`src/rtl/dma_cnt_pkg.sv`:
```
package dma_cnt_pkg;
  typedef enum logic {
    SEL_COUNT = 1'b0,
    SEL_PAGE  = 1'b1
  } reg_sel_e;
endpackage

```
`src/rtl/dma_byte_ptr.sv`:
```
module dma_byte_ptr #(
  parameter int NLANES = 2,
  localparam int PTR_W = (NLANES > 1) ? $clog2(NLANES) : 1
) (
  input  logic             clk,
  input  logic             rst_n,
  input  logic             access,
  input  logic             clr,
  output logic [PTR_W-1:0] ptr
);
  logic [PTR_W-1:0] ptr_q, ptr_nx;
  logic             ptr_en;

  always_comb begin
    ptr_en = clr | access;
    if (clr)                            ptr_nx = '0;
    else if (ptr_q == PTR_W'(NLANES-1)) ptr_nx = '0;
    else                                ptr_nx = ptr_q + 1'b1;
  end

  always_ff @(posedge clk or negedge rst_n) begin
    if (!rst_n)      ptr_q <= '0;
    else if (ptr_en) ptr_q <= ptr_nx;
  end

  assign ptr = ptr_q;

  AST_PTR_ADVANCE: assert property (@(posedge clk) disable iff (!rst_n)
    (access && !clr) |=> (ptr_q != $past(ptr_q)));
  AST_PTR_CLEAR: assert property (@(posedge clk) disable iff (!rst_n)
    clr |=> (ptr_q == '0));
endmodule

```
`src/rtl/dma_count_core.sv`:
```
module dma_count_core #(
  parameter int CNT_W  = 16,
  parameter int DATA_W = 8,
  localparam int NLANES = CNT_W / DATA_W,
  localparam int PTR_W  = (NLANES > 1) ? $clog2(NLANES) : 1
) (
  input  logic              clk,
  input  logic              rst_n,
  input  logic              wr_en,
  input  logic [PTR_W-1:0]  wr_lane,
  input  logic [DATA_W-1:0] wr_byte,
  input  logic              dec_req,
  input  logic              autoinit,
  output logic [CNT_W-1:0]  cur,
  output logic              tc,
  output logic              done
);
  logic [CNT_W-1:0] base_q, base_nx, cur_q, cur_nx;
  logic             tc_q, done_q, done_nx;
  logic             dec_fire, underflow, cur_en, done_en;

  for (genvar g = 0; g < NLANES; g++) begin : g_lane
    assign base_nx[g*DATA_W +: DATA_W] =
      (wr_lane == PTR_W'(g)) ? wr_byte : base_q[g*DATA_W +: DATA_W];
  end

  always_comb begin
    dec_fire  = dec_req & ~wr_en & ~done_q;
    underflow = dec_fire & (cur_q == '0);
    cur_en    = wr_en | dec_fire;
    if (wr_en)          cur_nx = base_nx;
    else if (underflow) cur_nx = autoinit ? base_q : '1;
    else                cur_nx = cur_q - 1'b1;
    done_en = wr_en | (underflow & ~autoinit);
    done_nx = ~wr_en;
  end

  always_ff @(posedge clk or negedge rst_n) begin
    if (!rst_n)     base_q <= '0;
    else if (wr_en) base_q <= base_nx;
  end

  always_ff @(posedge clk or negedge rst_n) begin
    if (!rst_n)      cur_q <= '0;
    else if (cur_en) cur_q <= cur_nx;
  end

  always_ff @(posedge clk or negedge rst_n) begin
    if (!rst_n) begin
      done_q <= 1'b0;
      tc_q   <= 1'b0;
    end else begin
      tc_q <= underflow;
      if (done_en) done_q <= done_nx;
    end
  end

  assign cur  = cur_q;
  assign tc   = tc_q;
  assign done = done_q;

  AST_WRITE_COPIES: assert property (@(posedge clk) disable iff (!rst_n)
    wr_en |=> (cur_q == base_q));
  AST_DEC_BY_ONE: assert property (@(posedge clk) disable iff (!rst_n)
    (dec_req && !wr_en && !done_q && cur_q != '0) |=> (cur_q == $past(cur_q) - 1'b1));
  AST_TC_ON_WRAP: assert property (@(posedge clk) disable iff (!rst_n)
    (dec_req && !wr_en && !done_q && cur_q == '0) |=> tc_q);
  AST_NO_SPURIOUS_TC: assert property (@(posedge clk) disable iff (!rst_n)
    (cur_q != '0 || wr_en || !dec_req) |=> !tc_q);
  AST_AUTOINIT_RELOAD: assert property (@(posedge clk) disable iff (!rst_n)
    (dec_req && !wr_en && !done_q && cur_q == '0 && autoinit) |=> (cur_q == base_q && !done_q));
  AST_DONE_FREEZES: assert property (@(posedge clk) disable iff (!rst_n)
    (done_q && !wr_en) |=> ($stable(cur_q) && !tc_q));
  AST_WRITE_WINS: assert property (@(posedge clk) disable iff (!rst_n)
    (wr_en && dec_req) |=> (cur_q == base_q && !tc_q));
endmodule

```
`src/rtl/dma_page_reg.sv`:
```
module dma_page_reg #(
  parameter int PAGE_W = 8
) (
  input  logic              clk,
  input  logic              rst_n,
  input  logic              wr_en,
  input  logic [PAGE_W-1:0] wr_val,
  output logic [PAGE_W-1:0] page
);
  logic [PAGE_W-1:0] page_q;

  always_ff @(posedge clk or negedge rst_n) begin
    if (!rst_n)     page_q <= '0;
    else if (wr_en) page_q <= wr_val;
  end

  assign page = page_q;

  AST_PAGE_HOLDS: assert property (@(posedge clk) disable iff (!rst_n)
    !wr_en |=> $stable(page_q));
endmodule

```
`src/rtl/dma_xfer_counter.sv`:
```
module dma_xfer_counter #(
  parameter int CNT_W  = 16,
  parameter int DATA_W = 8
) (
  input  logic              clk,
  input  logic              rst_n,
  input  logic              host_wr,
  input  logic              host_rd,
  input  logic              host_sel,
  input  logic [DATA_W-1:0] host_wdata,
  output logic [DATA_W-1:0] host_rdata,
  input  logic              ptr_clr,
  input  logic              autoinit_en,
  input  logic              word_mode,
  input  logic              xfer_done,
  input  logic              dreq,
  output logic              grant,
  output logic              tc,
  output logic              done,
  output logic [DATA_W-1:0] page_addr,
  output logic [1:0]        xfer_step
);
  import dma_cnt_pkg::*;

  localparam int NLANES = CNT_W / DATA_W;
  localparam int PTR_W  = (NLANES > 1) ? $clog2(NLANES) : 1;

  logic              sel_cnt, sel_page, cnt_acc, cnt_wr, page_wr;
  logic [PTR_W-1:0]  ptr;
  logic [CNT_W-1:0]  cur;
  logic [DATA_W-1:0] page_q;

  always_comb begin
    sel_cnt  = (host_sel == SEL_COUNT);
    sel_page = (host_sel == SEL_PAGE);
    cnt_acc  = (host_wr | host_rd) & sel_cnt;
    cnt_wr   = host_wr & sel_cnt;
    page_wr  = host_wr & sel_page;
  end

  dma_byte_ptr #(.NLANES(NLANES)) u_ptr (
    .clk    (clk),
    .rst_n  (rst_n),
    .access (cnt_acc),
    .clr    (ptr_clr),
    .ptr    (ptr)
  );

  dma_count_core #(.CNT_W(CNT_W), .DATA_W(DATA_W)) u_core (
    .clk      (clk),
    .rst_n    (rst_n),
    .wr_en    (cnt_wr),
    .wr_lane  (ptr),
    .wr_byte  (host_wdata),
    .dec_req  (xfer_done),
    .autoinit (autoinit_en),
    .cur      (cur),
    .tc       (tc),
    .done     (done)
  );

  dma_page_reg #(.PAGE_W(DATA_W)) u_page (
    .clk    (clk),
    .rst_n  (rst_n),
    .wr_en  (page_wr),
    .wr_val (host_wdata),
    .page   (page_q)
  );

  always_comb begin
    host_rdata = sel_page ? page_q : cur[ptr*DATA_W +: DATA_W];
    grant      = dreq & ~done;
    page_addr  = page_q;
    xfer_step  = word_mode ? 2'd2 : 2'd1;
  end

  AST_DONE_BLOCKS: assert property (@(posedge clk) disable iff (!rst_n)
    done |-> !grant);
  AST_STEP_VALID: assert property (@(posedge clk) disable iff (!rst_n)
    $onehot0(xfer_step) && xfer_step != 2'd0);
endmodule

```
`config.mk`:
```
export PLATFORM = sky130hd
export DESIGN_NAME = dma_xfer_counter
export DESIGN_NICKNAME = d
export VERILOG_FILES = /design/src/rtl/dma_cnt_pkg.sv /design/src/rtl/dma_byte_ptr.sv /design/src/rtl/dma_count_core.sv /design/src/rtl/dma_page_reg.sv /design/src/rtl/dma_xfer_counter.sv
export SDC_FILE = /design/constraint.sdc
export NUM_CORES = 1
export LEC_CHECK = 0
export ABC_CLOCK_PERIOD_IN_PS = 4000
export BUFFER_PORTS_ARGS = -buffer_cell sky130_fd_sc_hd__buf_2
export CORE_UTILIZATION = 61
export CTS_CLUSTER_DIAMETER = 40
export DETAILED_ROUTE_END_ITERATION = 10
export GPL_TIMING_DRIVEN = 0
export PLACE_DENSITY = 0.85
export RECOVER_POWER = 50
export SYNTH_ARGS = -nofsm -noshare
export SYNTH_HDL_FRONTEND = slang
export SYNTH_SLANG_ARGS = --single-unit
```
`constraint.sdc`:
```
create_clock -name clk -period 4 [get_ports clk]
set_input_delay 0.8 -clock clk [delete_from_list [all_inputs] [get_ports clk]]
set_output_delay 0.8 -clock clk [all_outputs]
set_load 0.02 [all_outputs]
```
* Word-level counts from Yosys, hierarchy flattened
Index checks and enable logic that the tools add are counted.
** Storage, ports and cells
- Flip-flop bits (word level) :: 43
- Latch bits :: 0
- Bits in writable memories :: 0
- Memory bits (read-only) :: 0
- Bits of input ports :: 18
- Output and inout bits :: 21
- Memories kept :: 0
** Cells by class
- Add/subtract/negate cells :: 2
- Multiply operators :: 0
- Divide/modulo/power cells :: 0
- Order comparisons :: 0
- Eq/ne operators :: 0
- Shifts and indexed selects :: 1
- Muxes and demuxes :: 9
- Bitwise gates (word level) :: 16
- Reduce and logical (&&, ||, !) cells :: 1
** Operators by type and width (number)
- 16-bit two-way mux :: 3
- 8-bit two-way mux :: 3
- 16-bit logical NOT :: 1
- 16-bit by 5-bit variable part select with 8-bit output :: 1
- 16-bit by 1-bit subtractor with 16-bit output (second input constant) :: 1
- 1-bit bitwise AND :: 8
- 1-bit inverter :: 4
- 1-bit OR :: 4
- 1-bit two-way mux :: 2
- 2-bit two-way mux :: 1
- 1-bit adder (second input constant) :: 1

* Logic depth before layout (Yosys ltp)
Gate-level depths: netlist (run 1).
- Depth in word-level cells :: 8
- Gate-level depth with buffers :: 8

* Hierarchy
A second synthesis (run 1) with hierarchy kept.
** Unflattened totals
- Cell total of the unflattened synthesis :: 249
- Area total of the unflattened synthesis :: 2643.8 µm²
** Modules (own cells, without submodules)
- dma_count_core :: instances 1, cells an instance 195, area an instance 2057.0 µm²
- dma_page_reg :: instances 1, cells an instance 17, area an instance 331.6 µm²
- dma_xfer_counter :: instances 1, cells an instance 34, area an instance 217.7 µm²
- dma_byte_ptr :: instances 1, cells an instance 3, area an instance 37.5 µm²

* Least setup slack after synthesis (run 1)
OpenSTA, ideal clock, no wires.
- Path type :: register to output
- Start point :: reg u_ptr.ptr_q (netlist: u_ptr.ptr)
- End point :: out host_rdata[0]
- Arrival :: 1.774 ns
- Required time :: 3.200 ns
- Setup slack :: 1.426 ns
- Stages on the path, launching flop included :: 5
- Buffers on the path :: 2
- Cell sequence :: dfrtp_1 > buf_1 > clkbuf_1 > mux2i_1 > o21ai_0
** On the way
- Cells in the longest elaborated chain, start to end :: 2
** Ends and longest elaborated chain
- from (decl) :: line dma_byte_ptr.sv:11 : logic [PTR_W-1:0] ptr_q, ptr_nx;
- from (signal assigned) :: line dma_byte_ptr.sv:23 : else if (ptr_en) ptr_q <= ptr_nx;
- 16-bit by 5-bit variable part select with 8-bit output :: line dma_xfer_counter.sv:71 : host_rdata = sel_page ? page_q : cur[ptr*DATA_W +: DATA_W];
- 8-bit two-way mux :: line dma_xfer_counter.sv:71
- to (decl) :: line dma_xfer_counter.sv:11 : output logic [DATA_W-1:0] host_rdata,
Every way passes these cells.

* Worst setup path after layout (run 1)
Same ends and word-level chain as after synthesis.

==> results.txt, run 1 <==
----------------------------------------------------
[Setup path]
  Worst-path maximum fanout ... 10
  Crit path capture type ... output pin
  Required time at the worst-slack endpoint ... 3200 ps
  Path type of the worst setup path ... reg2out
  Arr. time, crit path ... 2380 ps
  Crit start category ... flip-flop

[Layout]
  Layout filler cell count ... 296
  Synth-to-layout area growth ... 12.5%
  Total non-filler cell area in the finished layout ... 2870 um^2
  Count of inserted antenna diode cells ... 0
  Final net count ... 315
  Sequential Area ... 1080 um^2
  Fraction of layout instances using a drive strength above 1 ... 0.232
  Multi-input logic area ... 1410 um^2

[Logic synthesis]
  Sequential share of the synthesized area ... 0.421
  Predominant post-synthesis flop cell ... sky130_fd_sc_hd__dfrtp_1
  Count of different cell masters after synthesis ... 38
  Register bit count reported by yosys ... 43
  Count of synthesis-stage warnings from yosys ... 0
  Number of enable-type register cells in the synthesized netlist ... 0
  Per-instance average area after synthesis ... 10.2 um^2
  Syn Inst Count ... 251
  Proportion of register bits with asynchronous set or reset after synthesis ... 1.00
  Post-synth net total ... 270
  Post-synthesis instance area ... 2550 um^2

[GRT]
  Wire length of the first global-routing pass ... 10.2 mm
  Total GRT Usage ... 0.315
  Initial antenna violation count ... 0
  Number of global-route vias before repair ... 2031
  Maximum number of pins on one net before global-route repair ... 44
  Gr ovfl total ... 0

[Status]
  Failing checks ... max-capacitance violations, max-slew violations
  Run status ... complete, but fails checks

[Pwr]
  Sw Ratio ... 0.365
  Relative contribution of the clock network to total power ... 0.205
  Int Power ... 832 uW
  Largest voltage drop on the vdd net ... 340 uV
  Areal power density over the cells ... 456 nW/um^2
  Overall power ... 1310 uW
  Leakage Power ... 0.00121 uW
  Sw power ... 477 uW
  Sequential share of power ... 0.494
  Power share of the combinational group ... 0.301

[Placement]
  Buffers added on ports ... 38
  Area after detailed placement ... 2810 um^2
  HPWL after detailed placement ... 4.43 mm
  Global placement routability congestion ... 0.900
  Worst slack at placement ... 1090 ps

[Clocking]
  CTS Hold Buffers Added ... 0
  CTS tree ... built
  CTS HTree Levels ... 2
  Clock buffer count from CTS ... 5
  Clock Latency Late Sink ... 300 ps
  Register clock-pin slew on the reported worst setup and hold paths ... 80 ps
  Post-cts gate resize count ... 0
  Clock root buffer ... sky130_fd_sc_hd__clkbuf_8
  Clock net sink count ... 43
  Max clock buf depth ... 2
  Setup Buffers After CTS ... 0

[Floorplanning]
  Initial Util ... 0.638
  Placeable core region ... 4000 um^2
  Ports ... 39
  Die boundary width ... 66.7 um
  Total number of placement rows ... 23
  Die Y ... 66.7 um
  Total die area ... 4450 um^2

[Timing]
  Minimum clock period ... 3180 ps
  Count of final setup violators ... 0
  Ratio of final minimum period to clock period ... 0.794
  Fin. Hold Viols ... 0
  Final setup TNS ... 0 ps
  Clock Skew ... 5.83 ps
  Max_slew headroom ... -0.525
  Final Slew Violations ... 44
  Least-Margin Pin Slew ... 2290 ps
  Fmax ... 315 MHz
  RSZ-0062 raised after global routing ... no
  Worst Slack Setup Final ... 825 ps

[Detailed routing]
  Mean number of vias per cell ... 6.22
  Residual DRC ... 0
  Routed len/inst ... 17.9 um
  Number of iterations in the first detailed-routing pass ... 4
  Vias after detailed routing ... 2157
  Residual antenna-violating net count after detailed routing ... 0
  Number of violations reported at the end of detailed-routing iteration 0 ... 235
  Drt total wl ... 6.21 mm

[Job]
  Number of max-cap violations ... 1

[Hold path]
  Min-delay worst type ... reg2reg

----------------------------------------------------
==> sequential cells by signal, summed over array words and instances (netlist names) <==
| signal | count |
|---|---|
| u_core.base_q | 16 |
| u_core.cur | 16 |
| u_core.done | 1 |
| u_core.tc | 1 |
| u_page.page | 8 |
| u_ptr.ptr | 1 |
==> layout make-up <==
class	count	share of cell area
Multi-Input combinational cell	190	0.489
Sequential cell	43	0.374
Timing Repair Buffer	38	0.0614
Clock buffer	7	0.0266
Tap cell	50	0.0218
Buffer	12	0.0174
Inverter	6	0.00784
Clock inverter	1	0.00174
==> critical path: stages, from the launching register on <==
cell                       delay, ps
sky130_fd_sc_hd__dfrtp_1         390
sky130_fd_sc_hd__buf_1           460
sky130_fd_sc_hd__clkbuf_1        610
sky130_fd_sc_hd__mux2i_1         340
sky130_fd_sc_hd__o21ai_0         100
sky130_fd_sc_hd__buf_2           170
==> metal layers <==
metal,GRT usage,up-vias,share of wire
met1,0.435,1051,0.45
met4,0.154,0,0.027
met5,0,-,0
li1,-,1001,-
met3,0.0497,12,0.062
met2,0.477,93,0.46
==> synth_stat cells (all sizes together) (5+ instances only) <==
cell type  number  area (um^2)
xnor2           6         52.6
nand3           5         25.0
mux2           27          304
nand2b          7         43.8
a21oi           8         40.0
nor3            7         35.0
inv             6         22.5
o21ai          15         75.1
mux2i          23          230
clkbuf          8         30.0
nand2          27          101
nor2b           5         38.8
dfrtp          43         1080
nor2           17         66.3
o211ai         11         82.6
nor4            5         61.3
==> path summary, 6_finish.rpt <==
check	to	cells past startpoint	startpoint	slack, ps
worst max-delay path	host_rdata[0]	5	u_ptr.ptr	820
worst min-delay path	u_core.base_q[11]	1	u_core.base_q[11]	510
worst max register to register	u_core.cur[13]	7	u_core.cur[0]	1390
worst min register to register	u_core.base_q[11]	1	u_core.base_q[11]	510
max in group asynchronous	u_core.cur[12]	1	rst_n	1520
min in group asynchronous	u_page.page[2]	1	rst_n	1180
==> cells in the final DEF (no fill, tap or decap), types with 2 or more instances in the layout <==
master / n
sky130_fd_sc_hd__o211ai_1: 11
sky130_fd_sc_hd__clkbuf_1: 21
sky130_fd_sc_hd__a21oi_1: 8
sky130_fd_sc_hd__nor2_1: 16
sky130_fd_sc_hd__nor2b_1: 4
sky130_fd_sc_hd__buf_1: 2
sky130_fd_sc_hd__mux2_2: 27
sky130_fd_sc_hd__buf_2: 28
sky130_fd_sc_hd__nor4_4: 2
sky130_fd_sc_hd__nand2b_1: 7
sky130_fd_sc_hd__o21ai_0: 15
sky130_fd_sc_hd__inv_1: 6
sky130_fd_sc_hd__xor2_1: 2
sky130_fd_sc_hd__a221oi_1: 2
sky130_fd_sc_hd__o22ai_1: 4
sky130_fd_sc_hd__a221o_1: 2
sky130_fd_sc_hd__dfrtp_1: 43
sky130_fd_sc_hd__o31ai_1: 3
sky130_fd_sc_hd__mux2i_1: 23
sky130_fd_sc_hd__xnor2_1: 6
sky130_fd_sc_hd__nand3_1: 5
sky130_fd_sc_hd__clkbuf_8: 5
sky130_fd_sc_hd__nor4_1: 3
sky130_fd_sc_hd__or3_1: 4
sky130_fd_sc_hd__nor3_1: 7
sky130_fd_sc_hd__nand2_1: 27
==> power by group through the flow <==
| stage | combinational (uW) | clock, uW | sequential, uW |
|---|---|---|---|
| final | 394 | 269 | 647 |
| after global routing | 436 | 281 | 660 |
| after CTS | 396 | 272 | 643 |
| after detailed placement | 393 | 0 | 651 |
| after global placement | 383 | 0 | 646 |
| after floorplan | 280 | 0 | 633 |
==> stage by stage <==
| stage | instances | util | hold WS [ps] |
|---|---|---|---|
| after detailed placement | 339 | 0.702 | 494 |
| after global routing | 347 | 0.718 | 518 |
| after CTS | 347 | 0.722 | 513 |
| after global placement | 339 | 0.702 | 492 |
| final | 347 | 0.718 | 513 |
| after floorplan | 251 | - | 479 |
==> cell families after synthesis <==
| kind of cell | share of synthesized area |
|---|---|
| compound gates | 0.124 |
| xor+xnor | 0.0274 |
| fa+ha+maj | 0.00490 |
| buf+inv | 0.0284 |
| flops | 0.421 |
| mux | 0.209 |
| simple gates | 0.185 |
No activity file was read; power rests on OpenSTA's default activity.
==> run 2, diff against run 1 <==
--- a/config.mk
+++ b/config.mk
@@ -5,13 +5,13 @@
 export SDC_FILE = /design/constraint.sdc
 export NUM_CORES = 1
 export LEC_CHECK = 0
-export ABC_CLOCK_PERIOD_IN_PS = 4000
+export ABC_CLOCK_PERIOD_IN_PS = 2600
 export BUFFER_PORTS_ARGS = -buffer_cell sky130_fd_sc_hd__buf_2
-export CORE_UTILIZATION = 61
+export CORE_UTILIZATION = 51
 export CTS_CLUSTER_DIAMETER = 40
 export DETAILED_ROUTE_END_ITERATION = 10
 export GPL_TIMING_DRIVEN = 0
-export PLACE_DENSITY = 0.85
+export PLACE_DENSITY = 0.76
 export RECOVER_POWER = 50
 export SYNTH_ARGS = -nofsm -noshare
 export SYNTH_HDL_FRONTEND = slang
==> constraint.sdc (replaced) <==
create_clock -name clk -period 2.6 [get_ports clk]
set_input_delay 0.52 -clock clk [delete_from_list [all_inputs] [get_ports clk]]
set_output_delay 0.52 -clock clk [all_outputs]
set_load 0.02 [all_outputs]
==> run 2 against run 1 <==
  * The run now ends clean
  * Core utilization decreased by 11 points
  * Sequential share of layout area fell by 0.56 points
  * Combinational power grew 55%
  * Via count is 2.6% lower
  * Non-clock buffer count stayed put
  * Cell area increased by 1.5%
  * Clock power up 59%
  * Die area is 19% higher
  * Global-route usage fell by 5.8 points
  * Highest routed layer unchanged
==> results.txt, run 2 (same netlist as run 1, synthesis figures left out) <==
----------------------------------------------------
[Setup path]
  Stages on the worst setup path ... 8
  Crit start category ... flip-flop
  Path type of the worst setup path ... reg2reg
  Origin of the worst setup path ... u_core.cur[0]
  Crit path capture type ... flip-flop
  Origin of the critical flop-to-flop path ... u_core.cur[0]
  Required time at the worst-slack endpoint ... 2790 ps
  Worst-path maximum fanout ... 7
  Cells on worst reg2reg path ... 8
  Worst path max stage delay ... 520 ps
  Critical path buffer and inverter count ... 2
  Cell family with the largest share of critical-path delay ... simple AND/OR/NAND/NOR gates
  Arr. time, crit path ... 2620 ps
  Worst path cell trace ... inv_1 > ha_1 > nor2b_2 > nand4b_4 > or4_1 > buf_2 > nor2b_4 > o32a_1
  Cell with the largest stage delay on the worst path ... sky130_fd_sc_hd__or4_1

[Status]
  Run status ... complete, no violations

[GRT]
  Met3 routing resource usage after global routing ... 0.0456
  Met1 track utilization from global routing ... 0.362
  Initial antenna violation count ... 0
  Wire length of the first global-routing pass ... 10.2 mm
  Most heavily used metal layer in global routing ... met2
  Routing usage on met2 ... 0.407
  Total GRT Usage ... 0.257
  Number of global-route vias before repair ... 2038
  Maximum number of pins on one net before global-route repair ... 44
  Gr ovfl total ... 0

[Layout]
  Post-layout instance count excluding filler cells ... 363
  Final net count ... 315
  Commonest cells after routing, fill and taps aside ... 43 x sky130_fd_sc_hd__dfrtp_1, 29 x sky130_fd_sc_hd__buf_2, 27 x sky130_fd_sc_hd__nand2_1, 27 x sky130_fd_sc_hd__mux2_2, 23 x sky130_fd_sc_hd__mux2i_1
  Final Util ... 0.610
  Synth-to-layout area growth ... 14.3%
  Total non-filler cell area in the finished layout ... 2920 um^2
  Most common cell after layout, fill and taps aside ... sky130_fd_sc_hd__dfrtp_1
  Fraction of layout instances using a drive strength above 1 ... 0.257
  Count of inserted antenna diode cells ... 0

[Detailed routing]
  Vias after detailed routing ... 2101
  Routed len/inst ... 17.0 um
  Number of iterations in the first detailed-routing pass ... 4
  Residual antenna-violating net count after detailed routing ... 0
  Number of violations reported at the end of detailed-routing iteration 0 ... 177
  Residual DRC ... 0
  Mean number of vias per cell ... 5.79
  Drt total wl ... 6.18 mm

[Clocking]
  Clock Latency Late Sink ... 300 ps
  Clock root buffer ... sky130_fd_sc_hd__clkbuf_8
  Max clock buf depth ... 2
  Clock buffer count from CTS ... 5
  Setup Buffers After CTS ... 0
  CTS tree ... built
  CTS HTree Levels ... 2
  Clock net sink count ... 43
  Register clock-pin slew on the reported worst setup and hold paths ... 80 ps

[Timing]
  RSZ-0062 raised after global routing ... no
  Fin. Hold Viols ... 0
  Max_slew headroom ... 0.286
  Fmax ... 411 MHz
  Clock Skew ... 4.36 ps
  Count of final setup violators ... 0
  Least-Margin Pin Slew ... 1070 ps
  Final Slew Violations ... 0
  Minimum clock period ... 2430 ps
  Ratio of final minimum period to clock period ... 0.936

[Placement]
  Global placement routability congestion ... 0.938
  Buffers added on ports ... 38
  HPWL after detailed placement ... 4.52 mm
  Area after detailed placement ... 2830 um^2
  Cell count after placement ... 356

[Floorplanning]
  Placeable core region ... 4790 um^2
  Ports ... 39
  Total die area ... 5290 um^2
  Initial Util ... 0.534
  Die boundary width ... 72.8 um
  Total number of placement rows ... 25
  Die Y ... 72.8 um

[Pwr]
  Relative contribution of the clock network to total power ... 0.210
  Sequential share of power ... 0.490
  Sw power ... 734 uW
  Sw Ratio ... 0.360
  Leakage Power ... 0.00123 uW
  Overall power ... 2040 uW
  Areal power density over the cells ... 698 nW/um^2
  Largest voltage drop on the vdd net ... 499 uV
  Int Power ... 1300 uW
  Power share of the combinational group ... 0.300

[Hold path]
  Min-delay worst type ... in2reg
  Hold path depth ... 2
  Worst Hold Launch ... ptr_clr

[Job]
  Number of max-cap violations ... 0

----------------------------------------------------
[run 2: layout make-up]
type | count | area, um^2
Inverter | 6 | 22.5
Timing Repair Buffer | 38 | 178
Fill cell | 413 | 1870
Sequential cell | 43 | 1080
Multi-Input combinational cell | 190 | 1420
Clock inverter | 1 | 5.00
Clock buffer | 6 | 82.6
Tap cell | 67 | 83.8
Buffer | 12 | 52.6
[run 2: per-layer routing]
metal	routed length (um)	share of wire	vias to the layer above
li1	-	-	1003
met5	0	0	-
met3	284	0.046	8
met4	89	0.014	0
met1	2910	0.47	1020
met2	2890	0.47	70
[run 2: final timing paths]
path | end | slack [ps]
max reg2reg | u_core.cur[14] | 170
max | u_core.cur[14] | 170
min reg2reg | u_core.base_q[14] | 520
min | u_ptr.ptr | 360
min in group asynchronous | u_page.page[2] | 400
max in group asynchronous | u_core.base_q[3] | 1530
[run 2: power groups by stage]
stage               Sequential [uW]  Combinational [uW]  Clock (uW)
global route                   1020                 668         462
global placement                996                 594           0
CTS                             991                 614         434
detailed placement             1000                 610           0
finish                          998                 610         428
floorplan                       973                 431           0
[run 2: timing repair]
item	CTS	global route
hold buffers	0	0
endpoints found under the setup margin	9	3
gates resized for setup	3	2
[run 2: per-stage QoR]
stage / TNS [ps] / setup slack (ps) / hold slack [ps]
2_1_floorplan: 0 / 301 / 224
3_3_place_gp: -30.6 / -30.6 / 492
3_5_place_dp: -18.0 / -18.0 / 500
4_1_cts: 0 / 95.0 / 354
5_1_grt: 0 / 85.6 / 357
6_report: 0 / 167 / 357
==> run 3, diff against run 2 <==
==> constraint.sdc (replaced) <==
create_clock -name clk -period 2.6 [get_ports clk]
set_input_delay 0.26 -clock clk [delete_from_list [all_inputs] [get_ports clk]]
set_output_delay 0.26 -clock clk [all_outputs]
set_load 0.02 [all_outputs]
==> run 3 against run 2 <==
  * The flow now finishes with violations (max-capacitance violations, max-slew violations)
  * Sequential power is essentially flat
  * Final cell count stayed put
  * Register-to-register slack about the same
  * Critical path depth stayed put
  * Via count hardly changed
  * Worst hold slack got worse by 260 ps
  * Combinational power about the same
  * Critical endpoint unchanged
==> results.txt, run 3 (same netlist as run 1, synthesis figures left out) <==
----------------------------------------------------
[Hold path]
  Min-delay worst type ... in2reg

[Timing]
  Fmax ... 411 MHz
  Count of final setup violators ... 0
  Worst Slack Setup Final ... 168 ps
  Clock Skew ... 4.48 ps
  Fin. Hold Viols ... 0
  Max_slew headroom ... -0.535
  Smallest hold slack ... 96.2 ps
  Final setup TNS ... 0 ps
  Minimum clock period ... 2430 ps
  Final Slew Violations ... 44
  Least-Margin Pin Slew ... 2300 ps
  RSZ-0062 raised after global routing ... no
  Ratio of final minimum period to clock period ... 0.935

[Clocking]
  Clock buffer count from CTS ... 5
  Register clock-pin slew on the reported worst setup and hold paths ... 80 ps
  CTS tree ... built
  Clock net sink count ... 43
  Clock Latency Late Sink ... 300 ps
  Setup Buffers After CTS ... 0
  Max clock buf depth ... 2
  Clock root buffer ... sky130_fd_sc_hd__clkbuf_8
  CTS HTree Levels ... 2

[Detailed routing]
  Mean number of vias per cell ... 5.78
  Vias after detailed routing ... 2099
  Number of violations reported at the end of detailed-routing iteration 0 ... 189
  Residual antenna-violating net count after detailed routing ... 0
  Residual DRC ... 0
  Number of iterations in the first detailed-routing pass ... 4
  Drt total wl ... 6.16 mm
  Routed len/inst ... 17.0 um

[Layout]
  Commonest cells after routing, fill and taps aside ... 43 x sky130_fd_sc_hd__dfrtp_1, 28 x sky130_fd_sc_hd__buf_2, 27 x sky130_fd_sc_hd__nand2_1, 27 x sky130_fd_sc_hd__mux2_2, 23 x sky130_fd_sc_hd__mux2i_1
  Count of inserted antenna diode cells ... 0
  Synth-to-layout area growth ... 14.2%
  Most common cell after layout, fill and taps aside ... sky130_fd_sc_hd__dfrtp_1
  Fraction of layout instances using a drive strength above 1 ... 0.250
  Final net count ... 315
  Layout filler cell count ... 413
  Total non-filler cell area in the finished layout ... 2920 um^2

[Placement]
  Global placement routability congestion ... 0.938
  Worst slack at placement ... 16.7 ps
  Buffers added on ports ... 38
  Area after detailed placement ... 2830 um^2
  HPWL after detailed placement ... 4.52 mm

[Floorplanning]
  Die boundary width ... 72.8 um
  Initial Util ... 0.534
  Die Y ... 72.8 um
  Total number of placement rows ... 25
  Total die area ... 5290 um^2
  Placeable core region ... 4790 um^2
  Ports ... 39

[Pwr]
  Leakage Power ... 0.00122 uW
  Areal power density over the cells ... 698 nW/um^2
  Largest voltage drop on the vdd net ... 499 uV

[Status]
  Run status ... complete, but fails checks
  Failing checks ... max-capacitance violations, max-slew violations

[GRT]
  Gr ovfl total ... 0
  Initial antenna violation count ... 0
  Maximum number of pins on one net before global-route repair ... 44
  Number of global-route vias before repair ... 2032
  Total GRT Usage ... 0.257
  Wire length of the first global-routing pass ... 10.2 mm

[Setup path]
  Path type of the worst setup path ... reg2reg
  Arr. time, crit path ... 2620 ps
  Crit start category ... flip-flop
  Worst-path maximum fanout ... 7
  Crit path capture type ... flip-flop
  Required time at the worst-slack endpoint ... 2790 ps

[Job]
  Number of max-cap violations ... 1

----------------------------------------------------
[run 3: cell counts in the layout (fill, tap and decap cells not counted)]
No cell type changed its count.
[run 3: timing repair]
item / in CTS / in global routing
cloned: 0 / 0
hold buffers: 0 / 0
endpoints found under the setup margin: 1 / 11
resized for setup: 1 / 4
[run 3: worst paths after layout]
kind | from | end | depth (start not counted) | slack (ps)
setup / recovery | u_core.cur[0] | u_core.cur[14] | 8 | 170
hold / removal | ptr_clr | u_ptr.ptr | 2 | 100
setup reg to reg | u_core.cur[0] | u_core.cur[14] | 8 | 170
hold reg to reg | u_core.base_q[14] | u_core.base_q[14] | 1 | 520
max in group asynchronous | rst_n | u_core.base_q[3] | 1 | 640
min in group asynchronous | rst_n | u_page.page[2] | 1 | 640
[run 3: per-stage QoR]
step | std cells | power, uW | util
floorplan | 251 | 1400 | -
global placement | 356 | 1590 | 0.591
detailed placement | 356 | 1610 | 0.591
CTS | 363 | 2040 | 0.610
global route | 363 | 2150 | 0.609
finish | 363 | 2040 | 0.609
[run 3: power by group]
group          leakage (uW)  internal (uW)  switching (uW)
Sequential         0.000519            807             190
Combinational      0.000653            286             324
Clock             0.0000470            208             220
Total               0.00122           1300             734
[run 3: per-layer routing]
metal,up-vias,part of all wire,track usage
li1,1005,-,-
met1,1018,0.47,0.362
met2,69,0.47,0.406
met3,7,0.046,0.0456
met4,0,0.014,0.0763
met5,-,0,0
[run 3: area by class of cell]
type,count,area [um^2],area share
buffer,12,51.3,0.0176
clock buffer,6,82.6,0.0283
clock inverter,1,5.00,0.00172
inverter,6,22.5,0.00773
multi-input combinational,190,1420,0.486
sequential,43,1080,0.369
tap,67,83.8,0.0288
timing repair buffer,38,176,0.0605
[run 3: critical path: stages (launching register included)]
cell                       delay (ps)
sky130_fd_sc_hd__dfrtp_1          460
sky130_fd_sc_hd__inv_1            110
sky130_fd_sc_hd__ha_1             200
sky130_fd_sc_hd__nor2b_2          250
sky130_fd_sc_hd__nand4b_4         180
sky130_fd_sc_hd__or4_1            520
sky130_fd_sc_hd__buf_2            170
sky130_fd_sc_hd__nor2b_4          130
sky130_fd_sc_hd__o32a_1           290
